==> src/rtl/adcs_pkg.sv <==
package adcs_pkg;

    localparam int RAW_W  = 12;
    localparam int LO_W   = 10;
    localparam int WORD_W = 16;
    localparam int CNT_W  = 5;

    typedef enum logic [2:0] {
        PH_IDLE    = 3'd0,
        PH_SAMPLE  = 3'd1,
        PH_LAUNCH  = 3'd2,
        PH_BUSY    = 3'd3,
        PH_RESTART = 3'd4
    } phase_e;

    typedef enum logic [2:0] {
        TRG_SWCLR  = 3'b000,
        TRG_EXTPIN = 3'b001,
        TRG_TMR3   = 3'b010,
        TRG_PWM1   = 3'b011,
        TRG_RSV4   = 3'b100,
        TRG_PWM2   = 3'b101,
        TRG_RSV6   = 3'b110,
        TRG_AUTO   = 3'b111
    } trig_e;

    typedef enum logic [1:0] {
        FMT_UINT  = 2'b00,
        FMT_SINT  = 2'b01,
        FMT_UFRAC = 2'b10,
        FMT_SFRAC = 2'b11
    } fmt_e;

    typedef struct packed {
        logic  res12;
        fmt_e  fmt;
    } pack_cfg_t;

    function automatic logic [WORD_W-1:0] pack_word(
        input logic [RAW_W-1:0] raw,
        input pack_cfg_t        pc
    );
        logic [WORD_W-1:0] w;
        if (pc.res12) begin
            case (pc.fmt)
                FMT_UINT:  w = {{(WORD_W-RAW_W){1'b0}}, raw};
                FMT_SINT:  w = {{(WORD_W-RAW_W+1){~raw[RAW_W-1]}}, raw[RAW_W-2:0]};
                FMT_UFRAC: w = {raw, {(WORD_W-RAW_W){1'b0}}};
                default:   w = {~raw[RAW_W-1], raw[RAW_W-2:0], {(WORD_W-RAW_W){1'b0}}};
            endcase
        end else begin
            case (pc.fmt)
                FMT_UINT:  w = {{(WORD_W-LO_W){1'b0}}, raw[LO_W-1:0]};
                FMT_SINT:  w = {{(WORD_W-LO_W+1){~raw[LO_W-1]}}, raw[LO_W-2:0]};
                FMT_UFRAC: w = {raw[LO_W-1:0], {(WORD_W-LO_W){1'b0}}};
                default:   w = {~raw[LO_W-1], raw[LO_W-2:0], {(WORD_W-LO_W){1'b0}}};
            endcase
        end
        return w;
    endfunction

endpackage

==> src/rtl/adcs_trig_sel.sv <==
module adcs_trig_sel
    import adcs_pkg::*;
#(
    parameter int CW = CNT_W
) (
    input  logic          clk,
    input  logic          rst,
    input  logic          active,
    input  logic          freeze,
    input  logic          sampling,
    input  logic          samp_entry,
    input  trig_e         trig,
    input  logic [CW-1:0] acnt,
    input  logic          sw_clr,
    input  logic          ext_pin,
    input  logic          tmr3_evt,
    input  logic          pwm1_evt,
    input  logic          pwm2_evt,
    output logic          fire
);

    localparam logic [CW-1:0] ONE = CW'(1);

    logic          pin_q;
    logic          pin_rise;
    logic [CW-1:0] cnt;
    logic [CW-1:0] lim;
    logic          cnt_hit;
    logic          sel;

    // previous pin level for edge detection
    always_ff @(posedge clk) begin
        if (rst) pin_q <= 1'b0;
        else     pin_q <= ext_pin;
    end

    assign pin_rise = ext_pin & ~pin_q;

    // sample-time counter: zero means one cycle
    assign lim     = (acnt == '0) ? ONE : acnt;
    assign cnt_hit = (cnt == lim - ONE);

    always_ff @(posedge clk) begin
        if (rst || !active) begin
            cnt <= '0;
        end else if (samp_entry) begin
            cnt <= '0;
        end else if (sampling && !freeze && !cnt_hit) begin
            cnt <= cnt + ONE;
        end
    end

    always_comb begin
        case (trig)
            TRG_SWCLR:  sel = sw_clr;
            TRG_EXTPIN: sel = pin_rise;
            TRG_TMR3:   sel = tmr3_evt;
            TRG_PWM1:   sel = pwm1_evt;
            TRG_PWM2:   sel = pwm2_evt;
            TRG_AUTO:   sel = cnt_hit;
            default:    sel = 1'b0;
        endcase
    end

    assign fire = sampling & ~freeze & active & sel;

endmodule

==> src/rtl/adcs_phase_fsm.sv <==
module adcs_phase_fsm
    import adcs_pkg::*;
(
    input  logic   clk,
    input  logic   rst,
    input  logic   active,
    input  logic   freeze,
    input  logic   auto_samp,
    input  logic   sw_set,
    input  logic   fire,
    input  logic   busy,
    output phase_e phase,
    output logic   samp,
    output logic   done,
    output logic   start,
    output logic   latch,
    output logic   samp_entry
);

    logic go;

    assign go = active & ~freeze;

    assign samp_entry = go & (((phase == PH_IDLE) & (sw_set | auto_samp)) |
                              (phase == PH_RESTART));
    assign latch      = go & (phase == PH_BUSY) & ~busy;

    always_ff @(posedge clk) begin
        if (rst || !active) begin
            phase <= PH_IDLE;
            samp  <= 1'b0;
            done  <= 1'b0;
            start <= 1'b0;
        end else begin
            start <= 1'b0;
            if (!freeze) begin
                case (phase)
                    PH_IDLE: begin
                        if (sw_set || auto_samp) begin
                            samp  <= 1'b1;
                            done  <= 1'b0;
                            phase <= PH_SAMPLE;
                        end
                    end
                    PH_SAMPLE: begin
                        if (fire) begin
                            samp  <= 1'b0;
                            start <= 1'b1;
                            phase <= PH_LAUNCH;
                        end
                    end
                    PH_LAUNCH: begin
                        if (busy) phase <= PH_BUSY;
                    end
                    PH_BUSY: begin
                        if (!busy) begin
                            done  <= 1'b1;
                            phase <= auto_samp ? PH_RESTART : PH_IDLE;
                        end
                    end
                    PH_RESTART: begin
                        samp  <= 1'b1;
                        done  <= 1'b0;
                        phase <= PH_SAMPLE;
                    end
                    default: phase <= PH_IDLE;
                endcase
            end
        end
    end

endmodule

==> src/rtl/adcs_packer.sv <==
module adcs_packer
    import adcs_pkg::*;
(
    input  logic              clk,
    input  logic              rst,
    input  logic              latch,
    input  logic [RAW_W-1:0]  raw,
    input  pack_cfg_t         pc,
    output logic [WORD_W-1:0] word,
    output logic              valid
);

    always_ff @(posedge clk) begin
        if (rst) begin
            word  <= '0;
            valid <= 1'b0;
        end else begin
            valid <= latch;
            if (latch) word <= pack_word(raw, pc);
        end
    end

endmodule

==> src/rtl/adc_seq_ctrl.sv <==
module adc_seq_ctrl
    import adcs_pkg::*;
(
    input  logic              clk,
    input  logic              rst,
    input  logic              cfg_on,
    input  logic              cfg_idle_stop,
    input  logic              cfg_res12,
    input  logic [1:0]        cfg_fmt,
    input  logic [2:0]        cfg_trig,
    input  logic              cfg_simul,
    input  logic              cfg_auto,
    input  logic [CNT_W-1:0]  cfg_acnt,
    input  logic              sw_samp_set,
    input  logic              sw_samp_clr,
    input  logic              idle_mode,
    input  logic              ext_pin,
    input  logic              tmr3_match,
    input  logic              pwm1_evt,
    input  logic              pwm2_evt,
    output logic              conv_start,
    input  logic              conv_busy,
    input  logic [RAW_W-1:0]  conv_data,
    output logic              samp_flag,
    output logic              done_flag,
    output logic              simul_rd,
    output logic [WORD_W-1:0] result,
    output logic              result_valid
);

    logic      freeze;
    logic      fire;
    logic      latch;
    logic      samp_entry;
    phase_e    phase;
    pack_cfg_t pc;

    assign freeze   = cfg_idle_stop & idle_mode;
    assign simul_rd = cfg_simul & ~cfg_res12;
    assign pc       = '{res12: cfg_res12, fmt: fmt_e'(cfg_fmt)};

    adcs_trig_sel #(.CW(CNT_W)) trig_i (
        .clk        (clk),
        .rst        (rst),
        .active     (cfg_on),
        .freeze     (freeze),
        .sampling   (phase == PH_SAMPLE),
        .samp_entry (samp_entry),
        .trig       (trig_e'(cfg_trig)),
        .acnt       (cfg_acnt),
        .sw_clr     (sw_samp_clr),
        .ext_pin    (ext_pin),
        .tmr3_evt   (tmr3_match),
        .pwm1_evt   (pwm1_evt),
        .pwm2_evt   (pwm2_evt),
        .fire       (fire)
    );

    adcs_phase_fsm fsm_i (
        .clk        (clk),
        .rst        (rst),
        .active     (cfg_on),
        .freeze     (freeze),
        .auto_samp  (cfg_auto),
        .sw_set     (sw_samp_set),
        .fire       (fire),
        .busy       (conv_busy),
        .phase      (phase),
        .samp       (samp_flag),
        .done       (done_flag),
        .start      (conv_start),
        .latch      (latch),
        .samp_entry (samp_entry)
    );

    adcs_packer pack_i (
        .clk   (clk),
        .rst   (rst),
        .latch (latch),
        .raw   (conv_data),
        .pc    (pc),
        .word  (result),
        .valid (result_valid)
    );

endmodule

==> config.mk <==
export PLATFORM = sky130hd
export DESIGN_NAME = adc_seq_ctrl
export DESIGN_NICKNAME = d
export VERILOG_FILES = /design/src/rtl/adcs_pkg.sv /design/src/rtl/adcs_trig_sel.sv /design/src/rtl/adcs_phase_fsm.sv /design/src/rtl/adcs_packer.sv /design/src/rtl/adc_seq_ctrl.sv
export SDC_FILE = /design/constraint.sdc
export NUM_CORES = 1
export LEC_CHECK = 0
export ABC_CLOCK_PERIOD_IN_PS = 1900
export BUFFER_PORTS_ARGS = -buffer_cell sky130_fd_sc_hd__buf_2
export CAP_MARGIN = 20
export CORE_ASPECT_RATIO = 1.4
export CORE_MARGIN = 1
export CORE_UTILIZATION = 45
export DETAILED_ROUTE_END_ITERATION = 8
export PLACE_DENSITY = 0.77
export REMOVE_ABC_BUFFERS = 1
export SYNTH_ARGS = -nofsm -noshare
export SYNTH_HDL_FRONTEND = slang
export SYNTH_SLANG_ARGS = --single-unit
==> constraint.sdc <==
create_clock -name clk -period 1.9 [get_ports clk]
set_input_delay 0.095 -clock clk [delete_from_list [all_inputs] [get_ports clk]]
set_output_delay 0.095 -clock clk [all_outputs]
set_load 0.005 [all_outputs]
[After elaboration in Yosys (flattened, before gate mapping)]
Cells that the tools add are included.
Cells by class
  multiplexer cells: 18
  reductions and logical operators: 18
  $add $sub $neg: 2
  bitwise logic cells: 20
  eq/ne operators: 16
Operators with widths (number)
  one-hot mux 16 bit (3 select lines): 2
  2-to-1 mux 16 bit: 1
  2-to-1 mux 3 bit: 5
  one-hot mux 3 bit (5 select lines): 1
  == test 3 x 2 -> 1 bit (second input constant): 4
  AND 1 bit: 11
  == test 3 bit (second input constant): 3
  inequality test 2 bit (second input constant): 4
  AND reduction 4 bit: 2
  inverter 1 bit: 7
  == test 3 x 1 -> 1 bit (second input constant): 2
  logical NOT 3 bit: 2
  one-hot mux 1 bit (3 select lines): 2
  one-hot mux 1 bit (6 select lines): 1
  nonzero test 3 bit: 2
  adder 5 x 1 -> 5 bit (second input constant): 1
  == test 5 bit: 1
  logical NOT 5 bit: 1
  2-to-1 mux 1 bit: 5
  2-to-1 mux 5 bit: 1
  AND reduction 5 bit: 1
  subtractor 5 x 1 -> 5 bit (second input constant): 1
  logical NOT 1 bit: 3
  OR reduction 3 bit: 1
  other kinds (7): 10
Storage, ports and cells
  bits in registers: 29
  word-level logic and storage cells: 82
  output and inout port bits: 21

[Logic depth before layout (Yosys ltp)]
Gate-level depths: netlist (run 1).
  word-level depth: 8
  mapped depth: 10
  depth with buffers taken out: 9

[By module]
Synthesis (run 1) repeated with hierarchy kept, for this count alone.
Unflattened totals
  cell total of the unflattened synthesis: 207
  area, all modules: 1717.9 um2
By module, submodules not included
  adcs_packer: cells an instance 100, sequential area each 340.3 um2, instances 1, area an instance 815.8 um2
  adcs_trig_sel: cells an instance 63, sequential area each 120.1 um2, instances 1, area an instance 534.3 um2
  adcs_phase_fsm: cells an instance 41, sequential area each 120.1 um2, instances 1, area an instance 342.8 um2
  adc_seq_ctrl: cells an instance 3, sequential area each 0.0 um2, instances 1, area an instance 25.0 um2

[Worst setup path after synthesis (run 1)]
Ideal clock, no wire load.
  path kind: input to register
  start: input cfg_acnt[4]
  end: register trig_i.cnt[2]
  data required time: 1.830 ns
  stages: 10
  path buffers: 1
  data arrival time: 1.968 ns
  slack: -0.138 ns
  library setup time: 0.070 ns
  cells stage by stage: nor4_1 > nor2_1 > ha_1 > xor2_1 > xnor2_1 > a22oi_1 > nor4b_4 > buf_6 > or4_1 > a21oi_1
Between the ends
  cells in the longest elaborated chain, start to end: 6
Ends and longest elaborated chain
  start, declared: RTL line adc_seq_ctrl.sv:13  | input logic [CNT_W-1:0] cfg_acnt,
  logical NOT 5 bit: RTL line adcs_trig_sel.sv:40  | assign lim = (acnt == '0) ? ONE : acnt;
  2-to-1 mux 5 bit *: RTL line adcs_trig_sel.sv:40
  subtractor 5 x 1 -> 5 bit *: RTL line adcs_trig_sel.sv:41  | assign cnt_hit = (cnt == lim - ONE);
  == test 5 bit *: RTL line adcs_trig_sel.sv:41
  logical NOT 1 bit *: RTL line adcs_trig_sel.sv:48  | end else if (sampling && !freeze && !cnt_hit) begin
  logical AND 1 bit *: RTL line adcs_trig_sel.sv:48
  end signal, assigned: RTL line adcs_trig_sel.sv:49  | cnt <= cnt + ONE;
  end, declared: RTL line adcs_trig_sel.sv:26  | logic [CW-1:0] cnt;
Mark *: on every way between the ends. The rest lies on a longest branch, timed or not.
A chain may end at the register's enable or synchronous reset.

[Worst setup path in the final report (run 1)]
  start: input cfg_acnt[2]
  end: register trig_i.cnt[2]
The elaborated chain is that of the path after synthesis.

==> results of run 1 <==
==> cells by family (layout without fill, tap and decap cells) <==
kind of cell    after synthesis  count (layout)
buf+inv                      17              85
mux                           9               9
compound gates               63              63
fa+ha+maj                     2               2
flops                        29              29
xor+xnor                      8               8
simple gates                 88              88
==> worst register-to-register path: cells and delay by family (launching register included) <==
kind | cells | cell delay [ns]
buffers and inverters | 1 | 0.17
and+or+nand+nor | 2 | 0.58
DFF | 1 | 0.36
AOI/OAI and AO/OA | 2 | 0.61
==> worst max path at each step <==
stage,to,slack [ns],cells past startpoint
after floorplan,fsm_i.phase[1],-0.23,9
after global placement,trig_i.cnt[2],-0.33,11
after detailed placement,trig_i.cnt[1],-0.37,11
after CTS,trig_i.cnt[1],0.004,11
after global routing,trig_i.cnt[2],-0.02,11
final,trig_i.cnt[2],0.07,11
==> through the flow <==
stage	util	hold WS [ns]	TNS [ns]	setup slack, ns	instance area, um^2
3_5_place_dp	0.573	0.335	-2.52	-0.367	2090
3_3_place_gp	0.573	0.327	-2.25	-0.331	2090
6_report	0.620	0.0453	0	0.0652	2260
2_1_floorplan	-	0.167	-0.671	-0.229	1650
5_1_grt	0.620	0.0766	-0.0151	-0.0151	2260
4_1_cts	0.602	0.0367	0	0.00364	2190
==> power by group <==
| part | total, uW | internal [uW] | leakage [uW] | switching (uW) |
|---|---|---|---|---|
| Combinational | 262 | 125 | 0.000688 | 138 |
| Sequential | 623 | 616 | 0.000235 | 7.49 |
| Clock | 486 | 253 | 0.0000450 | 233 |
| Total | 1370 | 994 | 0.000967 | 378 |
==> sequential cells by signal (all words and copies together), names as in the netlist <==
name	count
fsm_i.phase	3
fsm_i.start	1
fsm_i.done	1
pack_i.valid	1
pack_i.word	16
trig_i.pin_q	1
trig_i.cnt	5
fsm_i.samp	1
==> cell type report <==
type,instances,area (um^2),share of cell area
clock buffers,6,72.6,0.0322
multi-input cells,170,1110,0.491
repair buffers,72,414,0.183
flip-flops and latches,29,582,0.258
inverters,5,18.8,0.00831
well taps,42,52.6,0.0233
clock inverters,2,10.0,0.00443
==> cells in the final DEF (no fill, tap or decap), types with 2 or more instances in the layout <==
master    synthesis  routed
clkbuf_8          0       5
nor2_1           27      27
or4_1             3       3
nand2b_1          7       7
nand3_1           8       8
inv_1             5       5
o31ai_1           4       4
or3_1             2       2
o21ai_0           6       6
a211oi_1          4       4
dfxtp_1          29      28
nor3_1           12      12
xor2_1            3       2
mux2i_1           8       8
buf_2             1      55
xnor2_1           5       4
a31oi_1           2       2
nor3b_1           8       7
buf_4             0      15
o22ai_1           5       5
clkinv_2          0       2
nor2b_1           5       5
a21oi_1          32      31
nand2_1          10      10
==> layer usage <==
layer  global-route usage  part of all wire  vias up
li1                     -                 -      918
met1                0.229              0.41      800
met2                0.407              0.53       47
met3               0.0525             0.047        8
met4               0.0906             0.016        0
met5                    0                 0        -
==> what timing repair did <==
action,4_1_cts,5_1_grt
resized for setup,3,14
pin swaps,6,10
setup endpoints to repair,3,10
setup buffers,1,0
==> flow_summary.yaml, run 1 <==
yosys:
  synth_most_common_cell: "a21oi_1"
  ys_seq_elements: 29
  synthCells: 216
  synth_flop_cell: "dfxtp_1"
  synth_area_mm2: 0.00170
  synth_edf_count: 0
  synth_compound_area_frac: 0.230
  synth_xor_area_frac: 0.0412
  synth_fa_ha_area_frac: 0.0147
  synth-simple-area-share: 0.276
  synth_top_family_by_area: "simple AND/OR/NAND/NOR gates"
  synth_area_leader_cell: "dfxtp_1"
  ys_top_cells_by_area: "dfxtp_1 34%, a21oi_1 9.4%, nor2_1 6.0%, mux2i_1 4.7%, nor3_1 3.5%"
  seq_area_frac_synth: 0.342
  ys_async_sr_fraction: 0
  ys_types: 40
  syn_avg_cell_area_um2: 7.87
  ys_warn_count: 0
  synth.area.mux_share: 0.0538
  synth_common_cells: "32 x a21oi_1, 29 x dfxtp_1, 27 x nor2_1"
  synth_top_area_frac: 0.342
worst_setup_path:
  r2r-start: "trig_i.cnt[3]"
  end_kind: "register"
  worstPathCellList: "buf_8, nor4_4, nor2_1, ha_2, xor2_2, xnor2_2, a22oi_2, nor4b_4, buf_4, or4_1, a21oi_1"
  max_stage_delay_ns: 0.46
  path_buf_inv: 2
  worst_ep_required_time_ns: 2.12
  critPathLaunch: "cfg_acnt[2]"
  rr_worst_depth: 5
  cp_top_family: "simple AND/OR/NAND/NOR gates"
  critPathMaxFanout: 5
  crit_path_start_kind: "input port"
  criticalPathCategory: "input port to register"
  crit_arrival_ns: 2.05
  r2r_setup_slack_ns: 0.12
  worst_path_max_delay_cell: "or4_1"
  rr_endpoint: "trig_i.cnt[2]"
route:
  drc_errors: 0
  num_vias: 1773
  via_per_inst: 5.44
  drt-total-wl_um: 4060
  postRouteAntennaNets: 0
  drt_first_pass_iters: 4
  wl_per_cell_um: 12.4
  drt-initial-drc-count: 29
min_path:
  min_to: "trig_i.pin_q"
  hold_class: "input port to register"
  holdPathStages: 2
  hold_start: "ext_pin"
clock_tree:
  h-tree-depth: 2
  clkTransAtPathRegs_ns: 0.06
  cts.sinks: 29
  holdBufCountCts: 0
  insertion_delay_ns: 0.28
  clockBufferDepth: 2
  cts_tree: "done"
  clockRootBuffer: "clkbuf_8"
  numCtsBuffers: 5
sta:
  setup_viol: 0
  fmax_mhz: 545
  period_share: 0.966
  fin_skew_ns: 0.00256
  min_period_ns: 1.83
  hold_violations: 0
  rsz0062_at_grt: "yes"
  tightestPinTransition_ns: 0.517
  slew_headroom: 0.655
  slew_violations: 0
power:
  p_leak_uw: 0.000967
  power_density_mw_per_mm2: 608
  ir_worst_vdd_v: 0.000419
  power_uw: 1370
cells_and_area:
  areaGrowthSynthToFinish_pct: 32.8
  final_cells: 326
  num_antenna_cells: 0
  nets: 322
  fill_cells: 340
  drive_gt1_frac: 0.335
global_route:
  grt_use_total: 0.220
  grt_pass1_wl_um: 6510
  overflow: 0
  grt_pass1_vias: 1579
  antenna_found_initial: 0
  grt_max_degree: 33
placement:
  hpwl_um: 3010
  port_buffers: 57
  placedCellCount: 317
  gp_congestion: 0.757
die:
  ios: 58
  placementRows: 26
  die-area_mm2: 0.00403
  die_x_um: 53.9
  initial_core_util: 0.466
  die_y_um: 74.7
  core_mm2: 0.00364
run_status:
  run_status: "completed"
flow_run:
  max-cap-violations: 0
Power figures use the tool's default switching activity.
==> run 2, diff against run 1 <==
--- a/config.mk
+++ b/config.mk
@@ -12,7 +12,7 @@
 export CORE_MARGIN = 1
 export CORE_UTILIZATION = 45
 export DETAILED_ROUTE_END_ITERATION = 8
-export PLACE_DENSITY = 0.77
+export PLACE_DENSITY = 0.76
 export REMOVE_ABC_BUFFERS = 1
 export SYNTH_ARGS = -nofsm -noshare
 export SYNTH_HDL_FRONTEND = slang
==> run 2 against run 1 <==
  * Power up 1.4%
  * Setup slack got worse by 0.029 ns
  * Cell count decreased by 0.31%
  * Core utilization is 0.21 points higher
  * Clock power increased by 4.3%
  * Die area unchanged
  * Routed wire length grew 1.9%
  * Via count rose by 0.45%
  * Flip-flop and latch count stayed put
  * Clock-buffer cell count is 1 higher
  * Critical endpoint unchanged
==> flow_summary.yaml, run 2 (same netlist as run 1, synthesis figures left out) <==
cells_and_area:
  final_core_util: 0.622
  final_common_cell: "buf_2"
  num_antenna_cells: 0
  multi_input_area_mm2: 0.00111
  fill_cells: 334
  nets: 322
  largest_reg_flops: 16
  regArea_um2: 581
  regMostFlops: "pack_i.word"
  areaGrowthSynthToFinish_pct: 33.3
  drive_gt1_frac: 0.339
  final_cell_mix: "55 x buf_2, 30 x a21oi_1, 29 x dfxtp_1"
  largestRegisters: "pack_i.word (16), trig_i.cnt (5), fsm_i.phase (3)"
power:
  net-switching-power_uw: 364
  p_leak_uw: 0.000965
  swShare: 0.262
  intPower_uw: 1030
  seqPwrFrac: 0.447
  power_frac_comb: 0.189
  ir_worst_vdd_v: 0.000718
  p_clk_frac: 0.365
  power_uw: 1390
  power_density_mw_per_mm2: 614
placement:
  port_buffers: 57
  gp_congestion: 0.786
  hpwl_um: 3000
  place_ws_ns: -0.412
min_path:
  hold_start: "ext_pin"
  min_to: "trig_i.pin_q"
  hold_class: "input port to register"
  holdPathStages: 2
clock_tree:
  holdBufCountCts: 0
  clockRootBuffer: "clkbuf_8"
  h-tree-depth: 2
  cts.sinks: 29
  clockBufferDepth: 2
  clkTransAtPathRegs_ns: 0.06
  cts_tree: "done"
  insertion_delay_ns: 0.29
  numCtsBuffers: 5
sta:
  fin_ws_ns: 0.0358
  slew_headroom: 0.632
  whs_ns: 0.0390
  period_share: 0.981
  hold_violations: 0
  slew_violations: 0
  setup_viol: 0
  fin_tns_setup_ns: 0
  fmax_mhz: 536
  rsz0062_at_grt: "yes"
  fin_skew_ns: 0.00915
  min_period_ns: 1.86
  tightestPinTransition_ns: 0.551
global_route:
  overflow: 0
  grt_use_total: 0.214
  grt_max_degree: 33
  antenna_found_initial: 0
  grt_pass1_wl_um: 6270
  grt_pass1_vias: 1573
route:
  drt-total-wl_um: 4130
  postRouteAntennaNets: 0
  wl_per_cell_um: 12.7
  drt-initial-drc-count: 37
  num_vias: 1781
  drc_errors: 0
  drt_first_pass_iters: 4
  via_per_inst: 5.48
worst_setup_path:
  rr_endpoint: "fsm_i.phase[0]"
  crit_path_start_kind: "input port"
  critPathMaxFanout: 5
  rr_worst_depth: 8
  crit_arrival_ns: 2.08
  worst_ep_required_time_ns: 2.12
  r2r-start: "fsm_i.phase[0]"
  r2r_setup_slack_ns: 0.13
  criticalPathCategory: "input port to register"
  end_kind: "register"
die:
  die_x_um: 53.9
  die-area_mm2: 0.00403
  initial_core_util: 0.466
  core_mm2: 0.00364
  die_y_um: 74.7
  placementRows: 26
  ios: 58
flow_run:
  max-cap-violations: 0
run_status:
  run_status: "completed"
[run 2: cell type report]
cell class | instances | area share
Inverter | 5 | 0.00829
Sequential cell | 29 | 0.256
Clock buffer | 7 | 0.0381
Multi-Input combinational cell | 170 | 0.491
Timing Repair Buffer | 72 | 0.183
Tap cell | 42 | 0.0232
[run 2: timing repair]
item | 4_1_cts | 5_1_grt
endpoints found under the setup margin | 3 | 10
pin swaps | 7 | 3
gates resized for setup | 2 | 17
buffers inserted | 0 | 1
[run 2: critical path, cell delays in order]
cell and delay [ns]:
buf_8 0.10, nor4_4 0.26, nor2_1 0.09, ha_2 0.21, xor2_2 0.15, xnor2_1 0.13
a22oi_2 0.18, nor4b_4 0.10, buf_4 0.17, or4_4 0.47, a21oi_2 0.13
[run 2: power by group through the flow]
stage | Sequential (uW) | Combinational (uW) | Clock, uW
floorplan | 638 | 122 | 0
global placement | 634 | 241 | 0
detailed placement | 634 | 244 | 0
CTS | 620 | 248 | 519
global route | 621 | 289 | 548
finish | 621 | 262 | 507
[run 2: how the worst max path moves through the flow]
stage | start | end | slack [ns] | cells after the start
detailed placement | cfg_acnt[4] | trig_i.cnt[2] | -0.41 | 11
global placement | cfg_acnt[4] | trig_i.cnt[2] | -0.33 | 11
CTS | cfg_acnt[4] | trig_i.cnt[2] | -0.03 | 11
finish | cfg_acnt[4] | trig_i.cnt[2] | 0.04 | 11
floorplan | cfg_acnt[4] | fsm_i.phase[1] | -0.23 | 9
global route | cfg_acnt[4] | trig_i.cnt[2] | -0.08 | 11
[run 2: metal layers]
layer  vias to the layer above  wire [um]  track usage
met1                       804       1670        0.214
li1                        919          -            -
met4                         0         92       0.0906
met2                        50       2140        0.392
met5                         -          0            0
met3                         8        236       0.0687
[run 2: stage by stage]
stage	std cells	instance area (um^2)
finish	325	2260
global route	325	2260
CTS	324	2190
detailed placement	317	2090
global placement	317	2090
floorplan	204	1650
